$ cat config.mk
export PLATFORM = sky130hd
export DESIGN_NAME = burst_wc_status
export DESIGN_NICKNAME = d
export VERILOG_FILES = /design/src/rtl/burst_wc_pkg.sv /design/src/rtl/burst_wc_channel.sv /design/src/rtl/burst_wc_datapath.sv /design/src/rtl/burst_wc_ctrl.sv /design/src/rtl/burst_wc_status.sv
export SDC_FILE = /design/constraint.sdc
export NUM_CORES = 1
export LEC_CHECK = 0
export ABC_AREA = 1
export BUFFER_PORTS_ARGS = -buffer_cell sky130_fd_sc_hd__buf_2
export CAP_MARGIN = 5
export CORE_ASPECT_RATIO = 0.5
export CORE_MARGIN = 3
export CORE_UTILIZATION = 55
export DETAILED_ROUTE_END_ITERATION = 7
export PLACE_DENSITY = 0.75
export SLEW_MARGIN = 40
export SYNTH_ARGS = -nofsm -noshare
export SYNTH_HDL_FRONTEND = slang
export SYNTH_HIERARCHICAL = 1
export SYNTH_SLANG_ARGS = --single-unit
$ cat constraint.sdc
create_clock -name clk -period 2.3 [get_ports clk]
set_clock_uncertainty 0.15 [all_clocks]
set_input_delay 0.23 -clock clk [delete_from_list [all_inputs] [get_ports clk]]
set_output_delay 0.23 -clock clk [all_outputs]
set_load 0.01 [all_outputs]
$ cat src/rtl/burst_wc_pkg.sv
package burst_wc_pkg;

  localparam int REG_ADDR_W = 3;

  localparam logic [REG_ADDR_W-1:0] ADDR_CTRL      = 3'd0;
  localparam logic [REG_ADDR_W-1:0] ADDR_TX_RELOAD = 3'd1;
  localparam logic [REG_ADDR_W-1:0] ADDR_RX_RELOAD = 3'd2;
  localparam logic [REG_ADDR_W-1:0] ADDR_STATUS    = 3'd3;
  localparam logic [REG_ADDR_W-1:0] ADDR_TX_COUNT  = 3'd4;
  localparam logic [REG_ADDR_W-1:0] ADDR_RX_COUNT  = 3'd5;

  localparam int NUM_DIR = 2;
  localparam int DIR_TX  = 0;
  localparam int DIR_RX  = 1;

  // control bit 2*d = initiate enable, bit 2*d+1 = count enable
  localparam int CTRL_W = 2 * NUM_DIR;

  localparam int FLAG_W   = 2 * NUM_DIR;
  localparam int CODE_W   = 3;
  localparam int STATUS_W = FLAG_W + CODE_W;

  typedef enum logic [CODE_W-1:0] {
    FILL_EMPTY   = 3'd0,
    FILL_QUARTER = 3'd1,
    FILL_HALF    = 3'd2,
    FILL_3QUART  = 3'd3,
    FILL_FULL    = 3'd4
  } fillCode_t;

  typedef struct packed {
    logic               ctrlWr;
    logic [NUM_DIR-1:0] reloadWr;
    logic [NUM_DIR-1:0] clrStart;
    logic [NUM_DIR-1:0] clrFin;
  } wcStrobes_t;

endpackage

$ cat src/rtl/burst_wc_channel.sv
module burst_wc_channel #(
  parameter int CNT_W = 16
) (
  input  logic             clk,
  input  logic             rstN,
  input  logic             reloadWr,
  input  logic [CNT_W-1:0] reloadVal,
  input  logic             wordStb,
  input  logic             initEn,
  input  logic             cntEn,
  input  logic             clrStart,
  input  logic             clrFin,
  output logic [CNT_W-1:0] count,
  output logic [CNT_W-1:0] reload,
  output logic             startFlag,
  output logic             finFlag
);

  localparam logic [CNT_W-1:0] CNT_ONE = CNT_W'(1);

  logic loadPend;
  logic flagEn;
  logic doDec;
  logic setStart;
  logic setFin;

  always_comb begin
    flagEn   = initEn & cntEn;
    doDec    = !loadPend && wordStb && cntEn && (count != '0);
    setStart = loadPend && flagEn;
    setFin   = doDec && (count == CNT_ONE) && flagEn;
  end

  always_ff @(posedge clk or negedge rstN) begin
    if (!rstN) begin
      reload   <= '0;
      loadPend <= 1'b0;
    end else begin
      loadPend <= reloadWr;
      if (reloadWr) reload <= reloadVal;
    end
  end

  always_ff @(posedge clk or negedge rstN) begin
    if (!rstN) begin
      count <= '0;
    end else if (loadPend) begin
      count <= reload;
    end else if (doDec) begin
      count <= count - CNT_ONE;
    end
  end

  always_ff @(posedge clk or negedge rstN) begin
    if (!rstN) begin
      startFlag <= 1'b0;
      finFlag   <= 1'b0;
    end else begin
      startFlag <= (startFlag & ~clrStart) | setStart;
      finFlag   <= (finFlag & ~clrFin) | setFin;
    end
  end

  // pending reload is copied on the following edge
  p_load_r1: assert property (@(posedge clk) disable iff (!rstN)
    loadPend |=> (count == $past(reload)));

  // start flag set on load even against a clear
  p_start_r1: assert property (@(posedge clk) disable iff (!rstN)
    (loadPend && initEn && cntEn) |=> startFlag);

  // counter parks at zero without a reload
  p_hold_zero_r2: assert property (@(posedge clk) disable iff (!rstN)
    (count == '0 && !loadPend) |=> (count == '0));

  // one step down per accepted strobe
  p_dec_r2: assert property (@(posedge clk) disable iff (!rstN)
    (!loadPend && wordStb && cntEn && count != '0) |=> (count == $past(count) - CNT_ONE));

  // finish flag on reaching zero
  p_fin_r3: assert property (@(posedge clk) disable iff (!rstN)
    (!loadPend && wordStb && cntEn && initEn && count == CNT_ONE) |=> finFlag);

  // no new flags while gated
  p_gate_r5: assert property (@(posedge clk) disable iff (!rstN)
    (!(initEn && cntEn) && !startFlag && !finFlag) |=> (!startFlag && !finFlag));

  // strobe ignored during a load cycle
  p_load_wins_r9: assert property (@(posedge clk) disable iff (!rstN)
    (loadPend && wordStb) |=> (count == $past(reload)));

endmodule

$ cat src/rtl/burst_wc_datapath.sv
module burst_wc_datapath
  import burst_wc_pkg::*;
#(
  parameter int CNT_W      = 16,
  parameter int FIFO_DEPTH = 16,
  parameter int LVL_W      = $clog2(FIFO_DEPTH + 1)
) (
  input  logic                            clk,
  input  logic                            rstN,
  input  wcStrobes_t                      strb,
  input  logic [CNT_W-1:0]                wrVal,
  input  logic [NUM_DIR-1:0]              wordStb,
  input  logic [NUM_DIR-1:0]              initEn,
  input  logic [NUM_DIR-1:0]              cntEn,
  input  logic [LVL_W-1:0]                fifoLevel,
  output logic [NUM_DIR-1:0][CNT_W-1:0]   counts,
  output logic [NUM_DIR-1:0][CNT_W-1:0]   reloads,
  output logic [NUM_DIR-1:0]              startFlags,
  output logic [NUM_DIR-1:0]              finFlags,
  output fillCode_t                       fillCode
);

  localparam int SCALED_W = LVL_W + 2;
  localparam logic [SCALED_W-1:0] TH_QUARTER = SCALED_W'(FIFO_DEPTH);
  localparam logic [SCALED_W-1:0] TH_HALF    = SCALED_W'(2 * FIFO_DEPTH);
  localparam logic [SCALED_W-1:0] TH_3QUART  = SCALED_W'(3 * FIFO_DEPTH);
  localparam logic [LVL_W-1:0]    TH_FULL    = LVL_W'(FIFO_DEPTH);

  for (genvar d = 0; d < NUM_DIR; d++) begin : g_dir
    burst_wc_channel #(
      .CNT_W(CNT_W)
    ) i_chan (
      .clk      (clk),
      .rstN     (rstN),
      .reloadWr (strb.reloadWr[d]),
      .reloadVal(wrVal),
      .wordStb  (wordStb[d]),
      .initEn   (initEn[d]),
      .cntEn    (cntEn[d]),
      .clrStart (strb.clrStart[d]),
      .clrFin   (strb.clrFin[d]),
      .count    (counts[d]),
      .reload   (reloads[d]),
      .startFlag(startFlags[d]),
      .finFlag  (finFlags[d])
    );
  end

  // quarter-step fill code: highest threshold reached wins
  logic [SCALED_W-1:0] levelX4;

  always_comb begin
    levelX4 = SCALED_W'(fifoLevel) << 2;
    if (fifoLevel >= TH_FULL)          fillCode = FILL_FULL;
    else if (levelX4 >= TH_3QUART)     fillCode = FILL_3QUART;
    else if (levelX4 >= TH_HALF)       fillCode = FILL_HALF;
    else if (levelX4 >= TH_QUARTER)    fillCode = FILL_QUARTER;
    else                               fillCode = FILL_EMPTY;
  end

  // only the five defined codes
  p_code_range_r8: assert property (@(posedge clk) disable iff (!rstN)
    fillCode <= FILL_FULL);

  // an empty queue never reports a fill step
  p_empty_r8: assert property (@(posedge clk) disable iff (!rstN)
    (fifoLevel == '0) |-> (fillCode == FILL_EMPTY));

endmodule

$ cat src/rtl/burst_wc_ctrl.sv
module burst_wc_ctrl
  import burst_wc_pkg::*;
#(
  parameter int DATA_W = 16,
  parameter int CNT_W  = 16
) (
  input  logic                           clk,
  input  logic                           rstN,
  input  logic                           regWrEn,
  input  logic [REG_ADDR_W-1:0]          regAddr,
  input  logic [DATA_W-1:0]              regWrData,
  input  logic [NUM_DIR-1:0][CNT_W-1:0]  counts,
  input  logic [NUM_DIR-1:0][CNT_W-1:0]  reloads,
  input  logic [NUM_DIR-1:0]             startFlags,
  input  logic [NUM_DIR-1:0]             finFlags,
  input  fillCode_t                      fillCode,
  output wcStrobes_t                     strb,
  output logic [NUM_DIR-1:0]             initEn,
  output logic [NUM_DIR-1:0]             cntEn,
  output logic [DATA_W-1:0]              regRdData
);

  logic [CTRL_W-1:0]   ctrlReg;
  logic [STATUS_W-1:0] statusWord;

  always_comb begin
    strb                   = '0;
    strb.ctrlWr            = regWrEn && (regAddr == ADDR_CTRL);
    strb.reloadWr[DIR_TX]  = regWrEn && (regAddr == ADDR_TX_RELOAD);
    strb.reloadWr[DIR_RX]  = regWrEn && (regAddr == ADDR_RX_RELOAD);
    if (regWrEn && regAddr == ADDR_STATUS) begin
      strb.clrStart = regWrData[NUM_DIR-1:0];
      strb.clrFin   = regWrData[FLAG_W-1:NUM_DIR];
    end
  end

  always_ff @(posedge clk or negedge rstN) begin
    if (!rstN)            ctrlReg <= '0;
    else if (strb.ctrlWr) ctrlReg <= regWrData[CTRL_W-1:0];
  end

  for (genvar d = 0; d < NUM_DIR; d++) begin : g_en
    assign initEn[d] = ctrlReg[2*d];
    assign cntEn[d]  = ctrlReg[2*d+1];
  end

  always_comb begin
    statusWord = {fillCode, finFlags, startFlags};
    unique case (regAddr)
      ADDR_CTRL:      regRdData = DATA_W'(ctrlReg);
      ADDR_TX_RELOAD: regRdData = DATA_W'(reloads[DIR_TX]);
      ADDR_RX_RELOAD: regRdData = DATA_W'(reloads[DIR_RX]);
      ADDR_STATUS:    regRdData = DATA_W'(statusWord);
      ADDR_TX_COUNT:  regRdData = DATA_W'(counts[DIR_TX]);
      ADDR_RX_COUNT:  regRdData = DATA_W'(counts[DIR_RX]);
      default:        regRdData = '0;
    endcase
  end

  // a write reaches at most one register
  p_one_target_r6: assert property (@(posedge clk) disable iff (!rstN)
    $onehot0({strb.ctrlWr, strb.reloadWr, |{strb.clrStart, strb.clrFin}}));

  // clears only come from a status write
  p_clr_src_r6: assert property (@(posedge clk) disable iff (!rstN)
    (|{strb.clrStart, strb.clrFin}) |-> (regWrEn && regAddr == ADDR_STATUS));

endmodule

$ cat src/rtl/burst_wc_status.sv
module burst_wc_status
  import burst_wc_pkg::*;
#(
  parameter int DATA_W     = 16,
  parameter int CNT_W      = 16,
  parameter int FIFO_DEPTH = 16,
  parameter int LVL_W      = $clog2(FIFO_DEPTH + 1)
) (
  input  logic                  clk,
  input  logic                  rstN,
  input  logic                  regWrEn,
  input  logic [REG_ADDR_W-1:0] regAddr,
  input  logic [DATA_W-1:0]     regWrData,
  output logic [DATA_W-1:0]     regRdData,
  input  logic                  txWordStb,
  input  logic                  rxWordStb,
  input  logic [LVL_W-1:0]      rxFifoLevel
);

  wcStrobes_t                    strb;
  logic [NUM_DIR-1:0]            initEn;
  logic [NUM_DIR-1:0]            cntEn;
  logic [NUM_DIR-1:0][CNT_W-1:0] counts;
  logic [NUM_DIR-1:0][CNT_W-1:0] reloads;
  logic [NUM_DIR-1:0]            startFlags;
  logic [NUM_DIR-1:0]            finFlags;
  fillCode_t                     fillCode;
  logic [NUM_DIR-1:0]            wordStb;

  always_comb begin
    wordStb         = '0;
    wordStb[DIR_TX] = txWordStb;
    wordStb[DIR_RX] = rxWordStb;
  end

  burst_wc_ctrl #(
    .DATA_W(DATA_W),
    .CNT_W (CNT_W)
  ) i_ctrl (
    .clk       (clk),
    .rstN      (rstN),
    .regWrEn   (regWrEn),
    .regAddr   (regAddr),
    .regWrData (regWrData),
    .counts    (counts),
    .reloads   (reloads),
    .startFlags(startFlags),
    .finFlags  (finFlags),
    .fillCode  (fillCode),
    .strb      (strb),
    .initEn    (initEn),
    .cntEn     (cntEn),
    .regRdData (regRdData)
  );

  burst_wc_datapath #(
    .CNT_W     (CNT_W),
    .FIFO_DEPTH(FIFO_DEPTH),
    .LVL_W     (LVL_W)
  ) i_dp (
    .clk       (clk),
    .rstN      (rstN),
    .strb      (strb),
    .wrVal     (regWrData[CNT_W-1:0]),
    .wordStb   (wordStb),
    .initEn    (initEn),
    .cntEn     (cntEn),
    .fifoLevel (rxFifoLevel),
    .counts    (counts),
    .reloads   (reloads),
    .startFlags(startFlags),
    .finFlags  (finFlags),
    .fillCode  (fillCode)
  );

endmodule

==> results.json, run 1 <==
{
  "synth.distinct_cells": 29,
  "hold_depth": 2,
  "postSynth.asyncResetShare_pct": 100,
  "finalInstanceArea_mm2": 0.00568,
  "critPathLaunchType": "register",
  "first_global_vias": 4173,
  "r2r_slack_ns": 0.36,
  "cp.arrival_ns": 2.00,
  "path_clk_slew_ns": 0.06,
  "grt_max_degree": 39,
  "ant_nets": 0,
  "cp_max_fo": 18,
  "clock_sinks": 74,
  "power.density_mw_per_mm2": 1110,
  "final_util_pct": 64.4,
  "hpwl_mm": 9.75,
  "rr_endpoint": "i_dp/g_dir[0].i_chan/count[0]",
  "syn_nets": 694,
  "timing_worst_setup_path_type": "reg2reg",
  "synthCells": 661,
  "yosysWarnings": 6,
  "drc_errors": 0,
  "layout_setup_ws_ns": 0.362,
  "clock_path_buffers": 2,
  "final_max_slew_viol_count": 0,
  "ir_drop_mv": 0.577,
  "synth_mux_area_share_pct": 6.68,
  "r2r_start": "i_dp/g_dir[0].i_chan/count[0]",
  "finalHoldViolations": 0,
  "antennaDiodeCount": 0,
  "period_share_pct": 84.3,
  "first_pass_iters": 6,
  "required_ns": 2.36,
  "cts_htree_levels": 3,
  "tightestPinTransition_ns": 0.509,
  "synth_edf_count": 0,
  "setup_viol": 0,
  "nNetsFinal": 731,
  "port_buffers": 42,
  "grt_pass1_wl_mm": 22.1,
  "cts-root-buf": "clkbuf_16",
  "die_area_mm2": 0.0105,
  "crit_path_end_kind": "register",
  "relSlewSlack_pct": 66.1,
  "syn_to_final_growth_pct": 12.3,
  "max_clock_freq_mhz": 516,
  "vias_per_cell": 5.75,
  "start_util_pct": 57.3,
  "period_needed_ns": 1.94,
  "io_pins": 45,
  "wl_per_cell_um": 16.8,
  "dominantRegCellSynth": "dfrtp_1",
  "leakagePower_uw": 0.00288,
  "cts_tree": "yes",
  "place_congestion": 0.926,
  "r2r_cells": 9,
  "place_area_mm2": 0.00531,
  "post_synth_fa_ha_maj_area_fraction_pct": 0.989,
  "synth_simple_gate_area_share_pct": 42.7,
  "synth_seq_cells": 74,
  "cts_made_buffers": 9,
  "synth-compound-area-share_pct": 2.62,
  "synth_xor_area_share_pct": 1.04,
  "num_rows": 24,
  "synth_top_family_by_area": "simple AND/OR/NAND/NOR gates",
  "rsz0062_at_grt": "no",
  "whs_endpoint": "i_dp/g_dir[1].i_chan/reload[9]",
  "dieWidth_um": 142,
  "avgSynthCellArea_um2": 7.65,
  "post-place-ws_ns": 0.396,
  "cap_violations": 0,
  "setup_tns_ns": 0,
  "hold_start": "regWrData[9]",
  "grt_antenna_before_repair": 0,
  "syn_area_mm2": 0.00506,
  "die_y_um": 73.8,
  "routed_wl_mm": 13.8,
  "via_count": 4714,
  "drive_above_1_share_pct": 23.9,
  "synth-seq-area-share_pct": 36.6,
  "grt_overflow": 0,
  "grt_usage_pct": 27.3,
  "drt-initial-drc-count": 485,
  "hp-class": "in2reg",
  "status": "finished, final reports clean",
  "clk_latency_ns": 0.34,
  "core_area_mm2": 0.00883
}
-- synth_stat cells (all sizes together), types with 3 or more instances --
library cell | instances | area share, %
inv | 67 | 5.1
mux2 | 30 | 6.7
a21oi | 3 | 0.30
nand3 | 97 | 12
xnor2 | 4 | 0.69
o22ai | 4 | 0.49
o21ai | 16 | 1.6
nand4 | 55 | 6.8
nor2 | 89 | 8.4
dfrtp | 74 | 37
clkbuf | 5 | 0.37
nand2 | 178 | 16
ha | 4 | 0.99
buf | 29 | 3.9
-- metal layers --
metal  GRT usage (%)  part of all wire [%]  wire length (µm)  up-vias
met5               0                     0                 0        -
met4            7.13                   1.0               143        0
met3            6.83                   7.9              1100       19
met2            39.2                    44              6010      191
met1            41.0                    47              6540     2244
li1                -                     -                 -     2260
-- logic make-up after synthesis --
logic type | count (synthesis)
buf+inv | 101
simple gates | 421
flops | 74
mux | 30
xor+xnor | 6
fa+ha+maj | 4
compound gates | 25
-- power breakdown --
group	total, µW	switching (µW)	internal [µW]
clock network	1510	538	975
registers	2380	663	1720
logic	2410	1480	933
total	6310	2680	3630
-- registers in the layout, indices dropped and copies added (netlist names) --
| name | flops |
|---|---|
| i_dp/g_dir.i_chan/count | 32 |
| i_dp/g_dir.i_chan/reload | 32 |
| i_ctrl/ctrlReg | 4 |
| i_dp/g_dir.i_chan/finFlag | 2 |
| i_dp/g_dir.i_chan/loadPend | 2 |
| i_dp/g_dir.i_chan/startFlag | 2 |
-- layout make-up --
cell class / instances / area (µm²)
fillers: 776 / 3150
multi-input cells: 486 / 2730
flip-flops and latches: 74 / 1850
repair buffers: 60 / 373
inverters: 67 / 256
clock buffers: 11 / 243
well taps: 117 / 146
clock inverters: 5 / 77.6
-- through the flow --
| stage | std cells | total power (µW) | hold WS (ns) |
|---|---|---|---|
| 6_report | 820 | 6310 | 0.0164 |
| 5_1_grt | 820 | 6770 | 0.00741 |
| 4_1_cts | 820 | 6290 | 0.000853 |
| 3_5_place_dp | 799 | 4730 | 0.0934 |
| 3_3_place_gp | 799 | 4650 | 0.0872 |
| 2_1_floorplan | 661 | 4090 | -0.216 |
-- critical path, stage by stage, from the launching register on --
cell and delay, ns:
dfrtp_1 0.43, inv_1 0.14, ha_1 0.31, nand2_4 0.12, nor2_4 0.13, nand2_4 0.07
nand2_8 0.14, inv_4 0.12, nand2_1 0.10, nand3_1 0.10
-- worst max path at each step --
stage | startpoint | endpoint | slack, ns | cells after the start
6_report | i_dp/g_dir[0].i_chan/count[0] | i_dp/g_dir[0].i_chan/count[0] | 0.36 | 9
5_1_grt | i_dp/g_dir[1].i_chan/count[0] | i_dp/g_dir[1].i_chan/count[0] | 0.30 | 9
4_1_cts | i_dp/g_dir[0].i_chan/count[0] | i_dp/g_dir[0].i_chan/count[0] | 0.39 | 9
3_5_place_dp | i_dp/g_dir[0].i_chan/count[0] | i_dp/g_dir[0].i_chan/count[0] | 0.40 | 9
3_3_place_gp | i_dp/g_dir[1].i_chan/count[0] | i_dp/g_dir[1].i_chan/count[4] | 0.44 | 9
2_1_floorplan | regAddr[2] | i_dp/g_dir[1].i_chan/reload[0] | 0.48 | 8
-- layout by cell type, fill, tap and decap left out, types with 2 or more instances in the layout --
master	count
a31oi_1	2
o21ai_1	2
nand3_1	76
ha_1	4
nand3_2	21
nand2_1	151
xor2_1	2
inv_1	63
nor2_1	73
a21oi_1	3
o21ai_0	14
inv_2	2
mux2_2	30
nand2_4	5
xnor2_1	4
nand2_8	2
nor2_2	8
clkbuf_16	9
clkinv_2	2
dlygate4sd3_1	5
buf_4	13
buf_2	41
inv_4	2
nand4_1	55
nand2_2	20
dfrtp_1	74
nor2_4	7
nand3b_1	2
o22ai_1	4
bufinv_16	2
-- timing repair --
item / CTS / global route
hold endpoints to repair: 44 / 0
buffers inserted: 0 / 0
resized for setup: 0 / 0
hold buffers: 5 / 0
Power figures use the tool's default switching activity.
==> inputs of run 2 (changes only) <==
ABC_AREA = 0   (was 1)
clock period = 1.95 ns   (was 2.3 ns; I/O delays follow)
==> run 2 against run 1 <==
Compared with the run above: via count decreased by 11%; wire length fell by 0.30%; global-route usage rose by 2.6 points; clock power rose by 30%; hold slack got worse by 0.0056 ns; synthesized cell count shrank 33%; register-to-register slack got worse by 0.26 ns; sequential cell count unchanged; synthesized area down 9.8%; non-clock buffer count grew 44; total power is 0.30% higher; die area decreased by 9.2%.
==> results.json, run 2 <==
{
  "cp_max_fo": 3,
  "cts_made_buffers": 9,
  "relSlewSlack_pct": 67.7,
  "cts_htree_levels": 3,
  "synth.most_common_cell": "dfrtp_1",
  "die_area_mm2": 0.00950,
  "io_pins": 45,
  "cts-root-buf": "clkbuf_16",
  "synth_seq_cells": 74,
  "power.density_mw_per_mm2": 1120,
  "die_y_um": 70.4,
  "ant_nets": 0,
  "clock_path_buffers": 2,
  "final_common_cell": "dfrtp_1",
  "syn_nets": 478,
  "via_count": 4201,
  "core_area_mm2": 0.00768,
  "num_rows": 22,
  "routed_wl_mm": 13.7,
  "synth-seq-area-share_pct": 40.6,
  "grt_pass1_wl_mm": 21.7,
  "cts_tree": "yes",
  "cap_violations": 0,
  "dominantRegCellSynth": "dfrtp_1",
  "synthCells": 445,
  "wl_per_cell_um": 21.3,
  "antennaDiodeCount": 0,
  "hpwl_mm": 9.32,
  "start_util_pct": 59.4,
  "setup_viol": 0,
  "port_buffers": 42,
  "clk_latency_ns": 0.34,
  "grt_max_degree": 59,
  "rsz0062_at_grt": "no",
  "vias_per_cell": 6.51,
  "grt_antenna_before_repair": 0,
  "drt-initial-drc-count": 590,
  "period_needed_ns": 1.92,
  "layout_setup_ws_ns": 0.0333,
  "reg_top3": "i_dp/g_dir.i_chan/count: 32 flops, i_dp/g_dir.i_chan/reload: 32 flops, i_ctrl/ctrlReg: 4 flops",
  "whs_ns": 0.0108,
  "place_congestion": 0.879,
  "drc_errors": 0,
  "avgSynthCellArea_um2": 10.3,
  "finalHoldViolations": 0,
  "setup_tns_ns": 0,
  "crit_path_end_kind": "output port",
  "drive_above_1_share_pct": 33.0,
  "post-place-ws_ns": 0.0266,
  "grt_usage_pct": 29.9,
  "period_share_pct": 98.3,
  "grt_overflow": 0,
  "max_clock_freq_mhz": 522,
  "nNetsFinal": 565,
  "synthTopCellsByCount": "dfrtp_1 (74), mux2_2 (42), nand2_1 (39), nor2_1 (27), mux2i_1 (23)",
  "hp-class": "in2reg",
  "required_ns": 1.60,
  "clock_sinks": 74,
  "ir_drop_mv": 0.616,
  "tightestPinTransition_ns": 0.485,
  "dieWidth_um": 135,
  "cp.arrival_ns": 1.57,
  "yosysTopAreaCell": "dfrtp_1",
  "final_max_slew_viol_count": 0,
  "synth_top_area_share_pct": 40.6,
  "syn_to_final_growth_pct": 24.0,
  "ys_top_cells_by_area": "dfrtp_1 (41%), mux2_2 (10%), mux2i_1 (5.0%)",
  "first_pass_iters": 5,
  "syn_area_mm2": 0.00457,
  "postSynth.asyncResetShare_pct": 100,
  "yosysWarnings": 6,
  "final_cell_mix": "dfrtp_1 (73), buf_4 (45), mux2_2 (42)",
  "synth_edf_count": 0,
  "first_global_vias": 3891,
  "timing_worst_setup_path_type": "reg2out",
  "path_clk_slew_ns": 0.06,
  "leakagePower_uw": 0.00244,
  "critPathLaunchType": "register",
  "status": "finished, final reports clean",
  "synth.distinct_cells": 58
}
-- run 2: worst max-delay path: stages (launching register included) --
cell and delay (ns):
dfrtp_1 0.42, mux4_2 0.49, a21o_1 0.19, buf_2 0.13
-- run 2: logic make-up (layout without fill, tap and decap cells) --
logic type,Yosys count,after routing,synth area share [%]
compound gates,107,107,17.3
mux,66,66,15.9
fa+ha+maj,4,4,1.10
simple gates,149,149,19.8
buf+inv,45,137,5.34
flops,74,74,40.6
-- run 2: layer usage --
layer,part of all wire [%],track usage [%],up-vias
met5,0,0,-
met4,1.5,7.34,0
met3,10,8.20,20
met2,44,42.5,244
met1,45,44.9,2081
li1,-,-,1856
-- run 2: timing repair --
item / in CTS / in global routing
hold buffers: 16 / 0
resized for setup: 1 / 10
hold endpoints to repair: 106 / 0
setup endpoints to repair: 1 / 20
buffers inserted: 0 / 5
pin swaps: 0 / 3
-- run 2: cell type report --
type / count / area (µm²)
flip-flops and latches: 74 / 1850
well taps: 108 / 135
multi-input cells: 326 / 2510
fillers: 524 / 2020
inverters: 17 / 63.8
repair buffers: 104 / 743
clock inverters: 4 / 97.6
clock buffers: 12 / 256
-- run 2: worst paths after layout --
path                                           startpoint                             end  slack, ns  cells after the start
setup / recovery           i_dp/g_dir[1].i_chan/reload[3]                    regRdData[3]       0.03                      3
hold / removal                               regWrData[2]               i_ctrl/ctrlReg[2]       0.01                      2
setup reg to reg            i_dp/g_dir[1].i_chan/count[1]  i_dp/g_dir[1].i_chan/count[12]       0.10                      7
hold reg to reg            i_dp/g_dir[1].i_chan/startFlag  i_dp/g_dir[1].i_chan/startFlag       0.38                      2
max in group asynchronous                            rstN   i_dp/g_dir[0].i_chan/count[8]       0.94                      3
min in group asynchronous                            rstN  i_dp/g_dir[1].i_chan/reload[8]       0.11                      2
-- run 2: power breakdown --
group          internal, µW  switching [µW]  leakage, µW
sequential             1920             515     0.000880
combinational           937             981      0.00139
clock                  1320             648     0.000169
total                  4180            2140      0.00244
-- run 2: per-stage QoR --
step | std cells | total power (µW) | util (%) | cell area (µm²)
global route | 645 | 6600 | 73.7 | 5660
floorplan | 445 | 3400 | - | 4570
global placement | 608 | 4150 | 66.1 | 5080
CTS | 640 | 6230 | 72.8 | 5590
detailed placement | 608 | 4210 | 66.1 | 5080
finish | 645 | 6320 | 73.7 | 5660
